File: src/rtl/sc_pkg.sv
package sc_pkg;
  localparam int VEC_W   = 17;
  localparam int OFF_W   = 12;
  localparam int LEV_W   = 7;
  localparam int XLEN    = 64;
  localparam int ICW     = 4;

  localparam logic [VEC_W-OFF_W-1:0] SCV_PAGE = 5'h17;
  localparam logic [OFF_W-1:0] LEGACY_OFF = 12'hC00;
  localparam logic [OFF_W-1:0] FACUN_OFF  = 12'hF60;
  localparam logic [ICW-1:0]   FACUN_IC   = 4'hC;

  // state word bit positions
  localparam int B_SF = 63;
  localparam int B_EE = 15;
  localparam int B_PR = 14;
  localparam int B_FE0 = 11;
  localparam int B_SE = 10;
  localparam int B_BE = 9;
  localparam int B_FE1 = 8;
  localparam int B_IR = 5;
  localparam int B_DR = 4;
  localparam int B_RI = 1;
  localparam int B_LE = 0;

  typedef enum logic [1:0] {
    PAIR_SRR   = 2'd0,
    PAIR_HSRR  = 2'd1,
    PAIR_LRCTR = 2'd2
  } pair_e;

  typedef struct packed {
    logic [VEC_W-1:0] vec;
    pair_e            pair;
    logic [XLEN-1:0]  set_m;
    logic [XLEN-1:0]  clr_m;
    logic             ic_wr;
    logic             is_scv;
  } entry_t;

  // each vectored entry point is 32 bytes apart inside page 0x17
  function automatic logic [VEC_W-1:0] scv_vector(input logic [LEV_W-1:0] lev);
    return {SCV_PAGE, lev, 5'b00000};
  endfunction

  function automatic logic [XLEN-1:0] fetch_addr(input logic [VEC_W-1:0] v);
    return {{(XLEN-VEC_W){1'b0}}, v[VEC_W-1:2], 2'b00};
  endfunction

  // saved = {SF, PR, IR, LE}; result = {relocate, priv, big-endian, 32-bit}
  function automatic logic [3:0] ret_mode(input logic [3:0] saved);
    return {saved[1] | saved[2], ~saved[2], ~saved[0], ~saved[3]};
  endfunction
endpackage

File: src/rtl/sc_fac_reg.sv
module sc_fac_reg (
  input  logic clk,
  input  logic rst_n,
  input  logic we_i,
  input  logic d_i,
  output logic q_o
);
  always_ff @(posedge clk) begin
    if (!rst_n)    q_o <= 1'b1;
    else if (we_i) q_o <= d_i;
  end
endmodule

File: src/rtl/sc_entry.sv
module sc_entry
  import sc_pkg::*;
(
  input  logic             legacy_i,
  input  logic [LEV_W-1:0] lev_i,
  input  logic             hv_i,
  input  logic             pr_i,
  input  logic             fac_i,
  output entry_t           ent_o
);
  logic fac_block;
  assign fac_block = !legacy_i && pr_i && !fac_i;

  logic [XLEN-1:0] base_clr;
  always_comb begin
    base_clr = '0;
    base_clr[B_PR]  = 1'b1;
    base_clr[B_SE]  = 1'b1;
    base_clr[B_BE]  = 1'b1;
    base_clr[B_FE0] = 1'b1;
    base_clr[B_FE1] = 1'b1;
    base_clr[B_IR]  = 1'b1;
    base_clr[B_DR]  = 1'b1;
  end

  always_comb begin
    ent_o        = '0;
    ent_o.is_scv = !legacy_i && !fac_block;
    ent_o.ic_wr  = fac_block;
    if (legacy_i)       ent_o.vec = {5'h00, LEGACY_OFF};
    else if (fac_block) ent_o.vec = {5'h00, FACUN_OFF};
    else                ent_o.vec = scv_vector(lev_i);

    if (hv_i)              ent_o.pair = PAIR_HSRR;
    else if (ent_o.is_scv) ent_o.pair = PAIR_LRCTR;
    else                   ent_o.pair = PAIR_SRR;

    ent_o.set_m       = '0;
    ent_o.set_m[B_SF] = 1'b1;
    ent_o.set_m[B_LE] = 1'b1;
    ent_o.clr_m       = base_clr;
    if (!ent_o.is_scv) begin
      ent_o.clr_m[B_EE] = 1'b1;
      ent_o.clr_m[B_RI] = 1'b1;
    end
  end
endmodule

File: src/rtl/sc_return.sv
module sc_return
  import sc_pkg::*;
(
  input  logic       b7_i,
  input  logic       b9_i,
  input  logic [3:0] saved_i,
  output logic       take_o,
  output pair_e      pair_o,
  output logic [3:0] mode_o
);
  always_comb begin
    take_o = b7_i || !b9_i;
    pair_o = b7_i ? PAIR_LRCTR : PAIR_SRR;
    mode_o = ret_mode(saved_i);
  end
endmodule

File: src/rtl/syscall_ctl.sv
module syscall_ctl
  import sc_pkg::*;
(
  input  logic              clk,
  input  logic              rst_n,
  input  logic              valid_i,
  input  logic              op_call_i,
  input  logic              op_ret_i,
  input  logic              ibit1_i,
  input  logic [LEV_W-1:0]  ifield_i,
  input  logic              hv_i,
  input  logic              pr_i,
  input  logic [3:0]        saved_mode_i,
  input  logic              fac_we_i,
  input  logic              fac_d_i,
  output logic              intr_o,
  output logic [VEC_W-1:0]  vec_o,
  output logic [XLEN-1:0]   nia_o,
  output logic [1:0]        save_sel_o,
  output logic              wr_even_o,
  output logic              wr_odd_o,
  output logic [XLEN-1:0]   msr_set_o,
  output logic [XLEN-1:0]   msr_clr_o,
  output logic              ic_wr_o,
  output logic [ICW-1:0]    ic_o,
  output logic              ret_o,
  output logic [1:0]        rd_sel_o,
  output logic [3:0]        mode_o
);
  logic fac_q;
  sc_fac_reg u_fac (
    .clk(clk), .rst_n(rst_n), .we_i(fac_we_i), .d_i(fac_d_i), .q_o(fac_q)
  );

  entry_t ent;
  sc_entry u_ent (
    .legacy_i(ibit1_i), .lev_i(ifield_i), .hv_i(hv_i), .pr_i(pr_i),
    .fac_i(fac_q), .ent_o(ent)
  );

  logic       ret_take;
  pair_e      ret_pair;
  logic [3:0] ret_mode_w;
  sc_return u_ret (
    .b7_i(ifield_i[2]), .b9_i(ifield_i[4]), .saved_i(saved_mode_i),
    .take_o(ret_take), .pair_o(ret_pair), .mode_o(ret_mode_w)
  );

  // named events for assertions
  logic call_go, ret_go;
  assign call_go = valid_i && op_call_i;
  assign ret_go  = valid_i && op_ret_i && !op_call_i && ret_take;

  always_ff @(posedge clk) begin
    if (!rst_n) begin
      intr_o     <= 1'b0;
      vec_o      <= '0;
      nia_o      <= '0;
      save_sel_o <= '0;
      wr_even_o  <= 1'b0;
      wr_odd_o   <= 1'b0;
      msr_set_o  <= '0;
      msr_clr_o  <= '0;
      ic_wr_o    <= 1'b0;
      ic_o       <= '0;
      ret_o      <= 1'b0;
      rd_sel_o   <= '0;
      mode_o     <= '0;
    end else begin
      intr_o    <= call_go;
      wr_even_o <= call_go;
      wr_odd_o  <= call_go;
      ic_wr_o   <= call_go && ent.ic_wr;
      ret_o     <= ret_go;
      if (call_go) begin
        vec_o      <= ent.vec;
        nia_o      <= fetch_addr(ent.vec);
        save_sel_o <= ent.pair;
        msr_set_o  <= ent.set_m;
        msr_clr_o  <= ent.clr_m;
        ic_o       <= ent.ic_wr ? FACUN_IC : '0;
      end
      if (ret_go) begin
        rd_sel_o <= ret_pair;
        mode_o   <= ret_mode_w;
      end
    end
  end

  // strobe comes only from an accepted call in the previous cycle
  a_r4_strobe_from_call: assert property (@(posedge clk) disable iff (!rst_n)
    intr_o |-> $past(valid_i && op_call_i));
  // both banks written together with the strobe
  a_r4_both_banks: assert property (@(posedge clk) disable iff (!rst_n)
    intr_o |-> (wr_even_o && wr_odd_o));
  // LR/CTR saves always land in page 0x17 unless hypervisor
  a_r2_scv_page: assert property (@(posedge clk) disable iff (!rst_n)
    (intr_o && save_sel_o == PAIR_LRCTR) |-> vec_o[VEC_W-1:OFF_W] == SCV_PAGE);
  // cause write only with the facility vector
  a_r6_facun_vec: assert property (@(posedge clk) disable iff (!rst_n)
    ic_wr_o |-> (intr_o && vec_o == {5'h00, FACUN_OFF} && ic_o == FACUN_IC));
  // nothing happens after an idle cycle
  a_r10_idle: assert property (@(posedge clk) disable iff (!rst_n)
    !$past(valid_i) |-> (!intr_o && !ret_o && !ic_wr_o));
  // vectored entry leaves EE and RI alone
  a_r5_scv_keeps_ee: assert property (@(posedge clk) disable iff (!rst_n)
    (intr_o && save_sel_o == PAIR_LRCTR) |-> !msr_clr_o[B_EE] && !msr_clr_o[B_RI]);
  // return reading LR/CTR only after bit 7 was set
  a_r8_ret_pair: assert property (@(posedge clk) disable iff (!rst_n)
    (ret_o && rd_sel_o == PAIR_LRCTR) |-> $past(ifield_i[2]));
endmodule

File: config.mk
export PLATFORM = sky130hd
export DESIGN_NAME = syscall_ctl
export DESIGN_NICKNAME = d
export VERILOG_FILES = /design/src/rtl/sc_pkg.sv /design/src/rtl/sc_fac_reg.sv /design/src/rtl/sc_entry.sv /design/src/rtl/sc_return.sv /design/src/rtl/syscall_ctl.sv
export SDC_FILE = /design/constraint.sdc
export NUM_CORES = 1
export LEC_CHECK = 0
export BUFFER_PORTS_ARGS = -buffer_cell sky130_fd_sc_hd__buf_2
export CAP_MARGIN = 0
export CORE_AREA = 2 2 97 99
export DETAILED_ROUTE_END_ITERATION = 7
export DIE_AREA = 0 0 99 101
export HOLD_SLACK_MARGIN = 0.05
export PLACE_DENSITY_LB_ADDON = 0.1
export SLEW_MARGIN = 20
export SYNTH_ARGS = -nofsm -noshare
export SYNTH_HDL_FRONTEND = slang
export SYNTH_SLANG_ARGS = --single-unit
File: constraint.sdc
create_clock -name clk -period 3.53 [get_ports clk]
set_input_delay 0.706 -clock clk [delete_from_list [all_inputs] [get_ports clk]]
set_output_delay 0.706 -clock clk [all_outputs]
set_load 0.03 [all_outputs]
# Word level (Yosys, flattened, before mapping)

Cells that the tools add are included.

Flip-flop bits (word level): 58
Bits of input ports: 21
Output and inout bits: 226
Logic and storage cells: 37

Mux-type cells: 7
Bitwise logic cells: 4
Reductions and logical operators: 14

Operator list:

| cell              | count |
|---|---|
| 17-bit 2-to-1 mux | 2 |
| 1-bit logical AND | 8 |
| 2-bit 2-to-1 mux  | 3 |
| 1-bit logical NOT | 5 |
| 4-bit 2-to-1 mux  | 1 |
| 1-bit NOT         | 3 |
| 1-bit logical OR  | 1 |
| 1-bit 2-to-1 mux  | 1 |
| 1-bit OR          | 1 |

# Longest topological paths before layout

Gate-level depths: netlist of run 1.

Depth after elaboration: 7
Mapped depth: 4
Depth with buffers taken out: 3

# Hierarchy

From an unflattened synthesis of run 1, not the netlist that was laid out.

Cell total of the unflattened synthesis: 948
Area, all modules: 8,787.2 µm²

Modules (own cells, without submodules):

| module      | times used | cells each | area an instance (µm²) | seq. area each (µm²) |
|---|---|---|---|---|
| syscall_ctl | 1          | 778        | 7,562.3                | 3,143.0 |
| sc_entry    | 1          | 159        | 1,148.6                | 0.0 |
| sc_return   | 1          | 8          | 42.5                   | 0.0 |
| sc_fac_reg  | 1          | 3          | 33.8                   | 20.0 |

# Least setup slack after synthesis of run 1

OpenSTA, ideal clock, no wires.

Path type: register -> output
From: register, netlist name msr_clr_o[14]
To: output port msr_clr_o[10]
Arrival time: 857 ps
Required time: 2,824 ps
Setup slack: 1,967 ps
Cell stages (with the launch flop): 2
Buffers on the path: 1
Cell sequence: dfxtp_1 -> buf_4

RTL lines:

| what          | RTL line          | text |
|---|---|---|
| end, declared | syscall_ctl.sv:23 | `output logic [XLEN-1:0] msr_clr_o,` |

==> results.cfg, run 1 <==
[detailed_routing]
dr.pass1.iters = 4
drc = 0
avgRoutedWirePerCell_um = 8.47
highest_layer = met4
wl_met3_um = 568
first_iter_violations = 16
vias = 1328
wl_met2_mm = 1.77
via_per_inst = 3.02
met1Wirelength_mm = 1.35
postRouteAntennaNets = 0
drt_wl_total_mm = 3.73

[power_and_ir_drop]
power_frac_clock_pct = 22.6
vdd_ir_drop_max_uv = 141
power_leakage_nw = 1.28
power_density_nw_per_um2 = 408
total_power_uw = 820
swShare_pct = 52.0
comb_power_share_pct = 44.8
seq_power_share_pct = 32.6
p_sw_uw = 426
p_int_uw = 394

[global_route]
overflow = 0
track_usage_pct = 5.97
grt_max_degree = 24
grt_pass1_vias = 865
grt_first_pass_wirelength_mm = 4.64
antenna_found_initial = 0

[setup_path]
cp_cell_sequence = buf_2
cp_num_buf_inv = 1
cp.arrival_ps = 980
critPathTopFamily = flip-flops
crit_slowest_cell = dfxtp_1
r2r-end = nia_o[10]
r2r_start = u_fac.q_o
critPathMaxFanout = 9
path_class = reg2out
endpoint_kind = output port
cp_slowest_stage_delay_ps = 470
timing.critical_path.from = nia_o[14]
r2r_cells = 3
cp.depth = 1
crit_end = nia_o[13]
required_ps = 2820
startpoint_type = flip-flop
reg2reg_slack_ps = 2320

[clocking]
clock-sinks = 22
cts_buffers = 3
hold_buffers = 0
tritoncts = built
cts_buffer_depth = 2
cts_root_buffer = clkbuf_8
cts_setup_buffers = 0
htreeDepth = 1
path_clk_slew_ps = 80
cts_resized = 0
clkLatencyLatePin_ps = 260

[synthesis]
synth_warnings = 0
yosysSeqAreaShare_pct = 18.5
synth_top_area_share_pct = 64.7
synth-seq-cells = 22
syn_area_per_cell_um2 = 8.21
syn_area_um2 = 2380
syn_inst = 290
ys_types = 29
yosysTopAreaCell = buf_4
ys_top_cells_by_area = buf_4, dfxtp_1, nand2_1

[placement]
io_buffers = 67
routabilityCongestion = 0.663
pre_cts_ws_ps = 1680
hpwl_mm = 3.11

[floorplan]
die_area_um2 = 10000
fp.dieW_um = 99
pin_count = 247
rows = 35
coreArea_um2 = 8980
die_h_um = 101
initial_core_util_pct = 26.5

[timing]
rsz0062_at_grt = no
slew_violations = 0
finalHoldViolCount = 0
min_period_ps = 1690
finalWorstSetupSlack_ps = 1840
fin_crit_sh_pct = 47.8
fmax_mhz = 592
hold_ws_ps = 458
setup_tns_ps = 0
fin_skew_ps = 1.52
finalSetupViolCount = 0

[cells_and_area]
postLayoutCoreUtil_pct = 22.4
synthToLayoutAreaGrowth_pct = -15.6
nNetsFinal = 351
num_antenna_cells = 0
final_layout_size_suffix_gt1_share_pct = 22.2

[hold_path]
hp-class = reg2reg

[status]
status = finished, final reports clean

[job]
cap_violations = 0
-- per-layer routing --
| metal | GRT usage, % | vias to the layer above |
|---|---|---|
| li1 | - | 610 |
| met1 | 7.44 | 586 |
| met2 | 9.67 | 130 |
| met3 | 1.46 | 2 |
| met4 | 2.85 | 0 |
| met5 | 0 | - |
-- state kept, by name, indices dropped and copies added, names as in the netlist --
signal / cells
nia_o: 8
save_sel_o: 2
ic_o: 1
mode_o: 4
msr_clr_o: 2
u_fac.q_o: 1
ret_o: 1
wr_odd_o: 1
rd_sel_o: 1
ic_wr_o: 1
-- stage by stage --
step,cells,cell area (um2)
floorplan,468,3050
global placement,436,1950
detailed placement,436,1950
CTS,440,2010
global route,440,2010
finish,440,2010
-- synth_stat cells --
master	n
inv_1	1
nor2b_4	1
or3_1	1
or3_4	1
mux2i_1	2
o21ai_0	1
o221a_1	2
dfxtp_1	22
buf_6	1
a21boi_1	3
a21boi_0	2
o211a_1	4
nand3_1	8
nand4b_1	1
nand2_1	12
clkbuf_1	2
and3_1	1
nor2_1	4
conb_1	1
and3b_1	1
o31ai_1	4
nand2b_1	2
buf_4	205
o21a_1	1
or4_1	1
o311ai_0	1
and2_1	2
buf_2	2
nor3_1	1
-- placed cells by master (no fill, tap or decap) --
cell	n
conb_1	179
buf_2	67
dfxtp_1	22
nand2_1	12
nand3_1	8
o211a_1	4
nor2_1	4
o31ai_1	4
clkbuf_8	4
a21boi_1	3
mux2i_1	2
nand2b_1	2
and2_1	2
o221a_1	2
a21boi_0	2
and3b_1	1
o311ai_0	1
nor2b_4	1
or3_4	1
nand4b_1	1
o21a_1	1
or4_1	1
inv_1	1
nor3_1	1
or3_1	1
and3_1	1
o21ai_0	1
-- area by class of cell --
class / instances / area [um2]
multi-input cells: 235 / 1040
inverters: 1 / 3.75
flip-flops and latches: 22 / 440
clock buffers: 4 / 55.1
repair buffers: 67 / 335
fillers: 1005 / 6970
well taps: 111 / 139
-- how the worst min path moves through the flow --
stage | start | endpoint | slack [ps] | cells past startpoint
after floorplan | u_fac.q_o | u_fac.q_o | 520 | 2
after global placement | save_sel_o[1] | save_sel_o[1] | 440 | 2
after detailed placement | mode_o[3] | mode_o[3] | 450 | 2
after CTS | mode_o[3] | mode_o[3] | 460 | 2
after global routing | save_sel_o[1] | save_sel_o[1] | 480 | 2
final | mode_o[3] | mode_o[3] | 460 | 2
-- logic make-up after synthesis --
| group | Yosys count | synth area share [%] |
|---|---|---|
| buffers and inverters | 211 | 66.0 |
| AO/OA/AOI/OAI | 18 | 6.36 |
| multiplexers | 2 | 0.841 |
| other | 1 | 0.158 |
| AND/OR/NAND/NOR | 36 | 8.10 |
| flip-flops | 22 | 18.5 |
-- power by group through the flow --
stage,Sequential [mW],Combinational [mW],Clock [mW]
finish,0.267,0.368,0.185
global route,0.269,0.386,0.207
CTS,0.267,0.364,0.193
detailed placement,0.273,0.364,0
global placement,0.273,0.364,0
floorplan,0.292,0.477,0
(Power assumes the default switching activity.)
==> run 2, diff against run 1 <==
- CORE_AREA: 2 2 97 99 -> 2 2 96 98
- DIE_AREA: 0 0 99 101 -> 0 0 98 100
- clock period: 3.53 -> 1.42 ns (I/O delays scaled with it)
==> results.cfg, run 2 (synthesized netlist as in run 1, its figures left out) <==
[clocking]
tritoncts = built
cts_buffers = 3
htreeDepth = 1
cts_resized = 0
hold_buffers = 0
cts_setup_buffers = 0
path_clk_slew_ps = 80
cts_root_buffer = clkbuf_8
clock-sinks = 22
cts_buffer_depth = 2
clkLatencyLatePin_ps = 260

[timing]
setup_tns_ps = 0
fin_crit_sh_pct = 88.2
finalWorstSetupSlack_ps = 168
finalSetupViolCount = 0
slew_violations = 0
min_period_ps = 1250
fin_skew_ps = 6.91
finalHoldViolCount = 0
rsz0062_at_grt = no
fmax_mhz = 798

[global_route]
grt_max_degree = 14
overflow = 0
antenna_found_initial = 0
grt_first_pass_wirelength_mm = 4.58
grt_pass1_vias = 878
track_usage_pct = 5.81

[power_and_ir_drop]
total_power_mw = 2.16
power_density_nw_per_um2 = 1060
vdd_ir_drop_max_uv = 351
power_leakage_nw = 1.30

[setup_path]
path_class = reg2out
critPathMaxFanout = 10
startpoint_type = flip-flop
cp_cell_sequence = buf_2
cp.arrival_ps = 970
cp_slowest_stage_delay_ps = 460
required_ps = 1140
reg2reg_slack_ps = 240
critPathTopFamily = flip-flops
cp_num_buf_inv = 1
crit_slowest_cell = dfxtp_1
endpoint_kind = output port

[cells_and_area]
top_regs = nia_o (8), mode_o (4)
layout_commonest_cell = conb_1
layout_common_cells = conb_1, buf_2, dfxtp_1
largest_reg_flops = 8
final_layout_size_suffix_gt1_share_pct = 22.9
fillers = 1040
largest_register = nia_o
synthToLayoutAreaGrowth_pct = -13.9
nNetsFinal = 354
num_antenna_cells = 0

[detailed_routing]
avgRoutedWirePerCell_um = 8.03
vias = 1321
drt_wl_total_mm = 3.56
first_iter_violations = 6
via_per_inst = 2.98
drc = 0
postRouteAntennaNets = 0
dr.pass1.iters = 4

[floorplan]
fp.dieW_um = 98
die_h_um = 100
rows = 35
die_area_um2 = 9800
initial_core_util_pct = 26.8
pin_count = 247
coreArea_um2 = 8890

[hold_path]
hp-class = in2reg

[placement]
hpwl_mm = 3.06
routabilityCongestion = 0.712
io_buffers = 67
pre_cts_ws_ps = 151

[job]
cap_violations = 0

[status]
status = finished, final reports clean
run 2: final timing paths:
kind                 start       endpoint  depth (start not counted)
max reg2reg      u_fac.q_o      nia_o[11]                          3
min reg2reg  save_sel_o[1]  save_sel_o[1]                          2
max          msr_clr_o[14]   msr_clr_o[8]                          1
min                fac_d_i      u_fac.q_o                          3
run 2: power breakdown:
part | leakage [nW] | total, mW | internal, mW | switching (mW)
Combinational | 1.09 | 0.918 | 0.0938 | 0.825
Clock | 0.0357 | 0.581 | 0.376 | 0.205
Sequential | 0.180 | 0.664 | 0.643 | 0.0214
Total | 1.30 | 2.16 | 1.11 | 1.05
run 2: layout make-up:
cell class / count / area, um2 / area share, %
Clock inverter: 1 / 30.0 / 1.47
Clock buffer: 3 / 41.3 / 2.02
Tap cell: 111 / 139 / 6.78
Inverter: 1 / 3.75 / 0.183
Sequential cell: 22 / 440 / 21.5
Multi-Input combinational cell: 235 / 1040 / 50.6
Timing Repair Buffer: 70 / 358 / 17.5
run 2: per-stage QoR:
| stage | cells | utilization, % | cell area [um2] | hold WS [ps] |
|---|---|---|---|---|
| global route | 443 | 23.0 | 2050 | 248 |
| global placement | 439 | 22.2 | 1980 | 448 |
| finish | 443 | 23.0 | 2050 | 239 |
| detailed placement | 439 | 22.2 | 1980 | 441 |
| floorplan | 468 | - | 3050 | 412 |
| CTS | 443 | 23.0 | 2050 | 238 |
run 2: layer usage:
metal / global-route usage [%] / share of wire, %
met5: 0 / 0
met4: 2.24 / 0.70
met3: 1.46 / 16
met2: 9.91 / 48
met1: 7.05 / 36
==> run 3, diff against run 2 <==
- CORE_AREA: 2 2 96 98 -> 2 2 95 97
- DIE_AREA: 0 0 98 100 -> 0 0 97 99
- clock period: 1.42 -> 1.4 ns (I/O delays scaled with it)
==> results.cfg, run 3 (synthesized netlist as in run 1, its figures left out) <==
[cells_and_area]
layout_common_cells = conb_1, buf_2, dfxtp_1
layout_commonest_cell = conb_1
final_layout_size_suffix_gt1_share_pct = 23.4
num_antenna_cells = 0
largest_reg_flops = 8
final_area_um2 = 2040
synthToLayoutAreaGrowth_pct = -14.1
top_regs = nia_o (8), mode_o (4)
nNetsFinal = 356
largest_register = nia_o

[detailed_routing]
drc = 0
drt_wl_total_mm = 3.74
avgRoutedWirePerCell_um = 8.46
vias = 1355
postRouteAntennaNets = 0
via_per_inst = 3.07
dr.pass1.iters = 4
first_iter_violations = 31

[job]
cap_violations = 0

[power_and_ir_drop]
power_frac_clock_pct = 22.0
power_leakage_nw = 1.31
power_density_nw_per_um2 = 1010
swShare_pct = 51.5
comb_power_share_pct = 45.3
vdd_ir_drop_max_uv = 265
p_int_mw = 1.00
p_sw_mw = 1.06
seq_power_share_pct = 32.6

[setup_path]
required_ps = 1120
cp.depth = 1
critPathTopFamily = flip-flops
cp.arrival_ps = 960
startpoint_type = flip-flop
critPathMaxFanout = 9
r2r_cells = 3
cp_cell_sequence = buf_2
crit_slowest_cell = dfxtp_1
cp_num_buf_inv = 1
cp_slowest_stage_delay_ps = 450
endpoint_kind = output port
path_class = reg2out

[placement]
io_buffers = 67
routabilityCongestion = 0.735
hpwl_mm = 3.23
post_dp_cell_area_um2 = 1990

[clocking]
cts_setup_buffers = 0
tritoncts = built
cts_resized = 0
path_clk_slew_ps = 80
htreeDepth = 1
clkLatencyLatePin_ps = 260
cts_buffer_depth = 2
hold_buffers = 0
clock-sinks = 22
cts_root_buffer = clkbuf_8
cts_buffers = 3

[floorplan]
pin_count = 247
fp.dieW_um = 97
die_area_um2 = 9600
coreArea_um2 = 8550
initial_core_util_pct = 27.8
rows = 34
die_h_um = 99

[global_route]
grt_pass1_vias = 880
track_usage_pct = 6.24
grt_first_pass_wirelength_mm = 4.67
overflow = 0
antenna_found_initial = 0
grt_max_degree = 13

[status]
status = finished, final reports clean

[timing]
fmax_mhz = 809
finalHoldViolCount = 0
fin_crit_sh_pct = 88.3
fin_skew_ps = 2.85
slew_violations = 0
setup_tns_ps = 0
finalSetupViolCount = 0
min_period_ps = 1240
rsz0062_at_grt = no

[hold_path]
hp-class = in2reg
min_path_cells = 3
## run 3: cell types whose count changed in the layout (fill, tap and decap cells not counted)
cell and delta:
buf_4 +2, clkbuf_8 +1, bufinv_16 -1
## run 3: metrics by stage
| step | instances | power, mW | util, % | setup WS [ps] | hold slack, ps |
|---|---|---|---|---|---|
| finish | 442 | 2.06 | 23.9 | 164 | 232 |
| global route | 442 | 2.16 | 23.9 | 78.9 | 236 |
| CTS | 442 | 2.09 | 23.9 | 135 | 223 |
| detailed placement | 438 | 1.61 | 23.3 | 138 | 458 |
| global placement | 438 | 1.62 | 23.3 | 139 | 455 |
| floorplan | 468 | 1.94 | - | 263 | 408 |
## run 3: layer usage
layer  up-vias  wire length, um  track usage [%]
met5         -                0                0
met4         0               31             2.60
met3         2              531             1.56
met2       134             1830             10.1
met1       596             1350             7.94
li1        623                -                -
## run 3: power groups by stage
stage / clock [mW] / combinational [mW] / sequential (mW)
after global placement: 0 / 0.927 / 0.688
after floorplan: 0 / 1.20 / 0.735
after detailed placement: 0 / 0.925 / 0.689
after global routing: 0.508 / 0.976 / 0.678
after CTS: 0.491 / 0.926 / 0.674
final: 0.454 / 0.935 / 0.673
## run 3: area by class of cell
type	instances	area, um2
fillers	996	6510
flip-flops and latches	22	440
multi-input cells	235	1040
clock buffers	4	55.1
inverters	1	3.75
well taps	108	135
repair buffers	72	373
## run 3: path summary, 6_finish.rpt
| check | start | endpoint | slack (ps) |
|---|---|---|---|
| setup / recovery | nia_o[14] | vec_o[12] | 160 |
| hold / removal | fac_d_i | u_fac.q_o | 230 |
| setup reg to reg | u_fac.q_o | nia_o[11] | 220 |
| hold reg to reg | save_sel_o[0] | save_sel_o[0] | 460 |
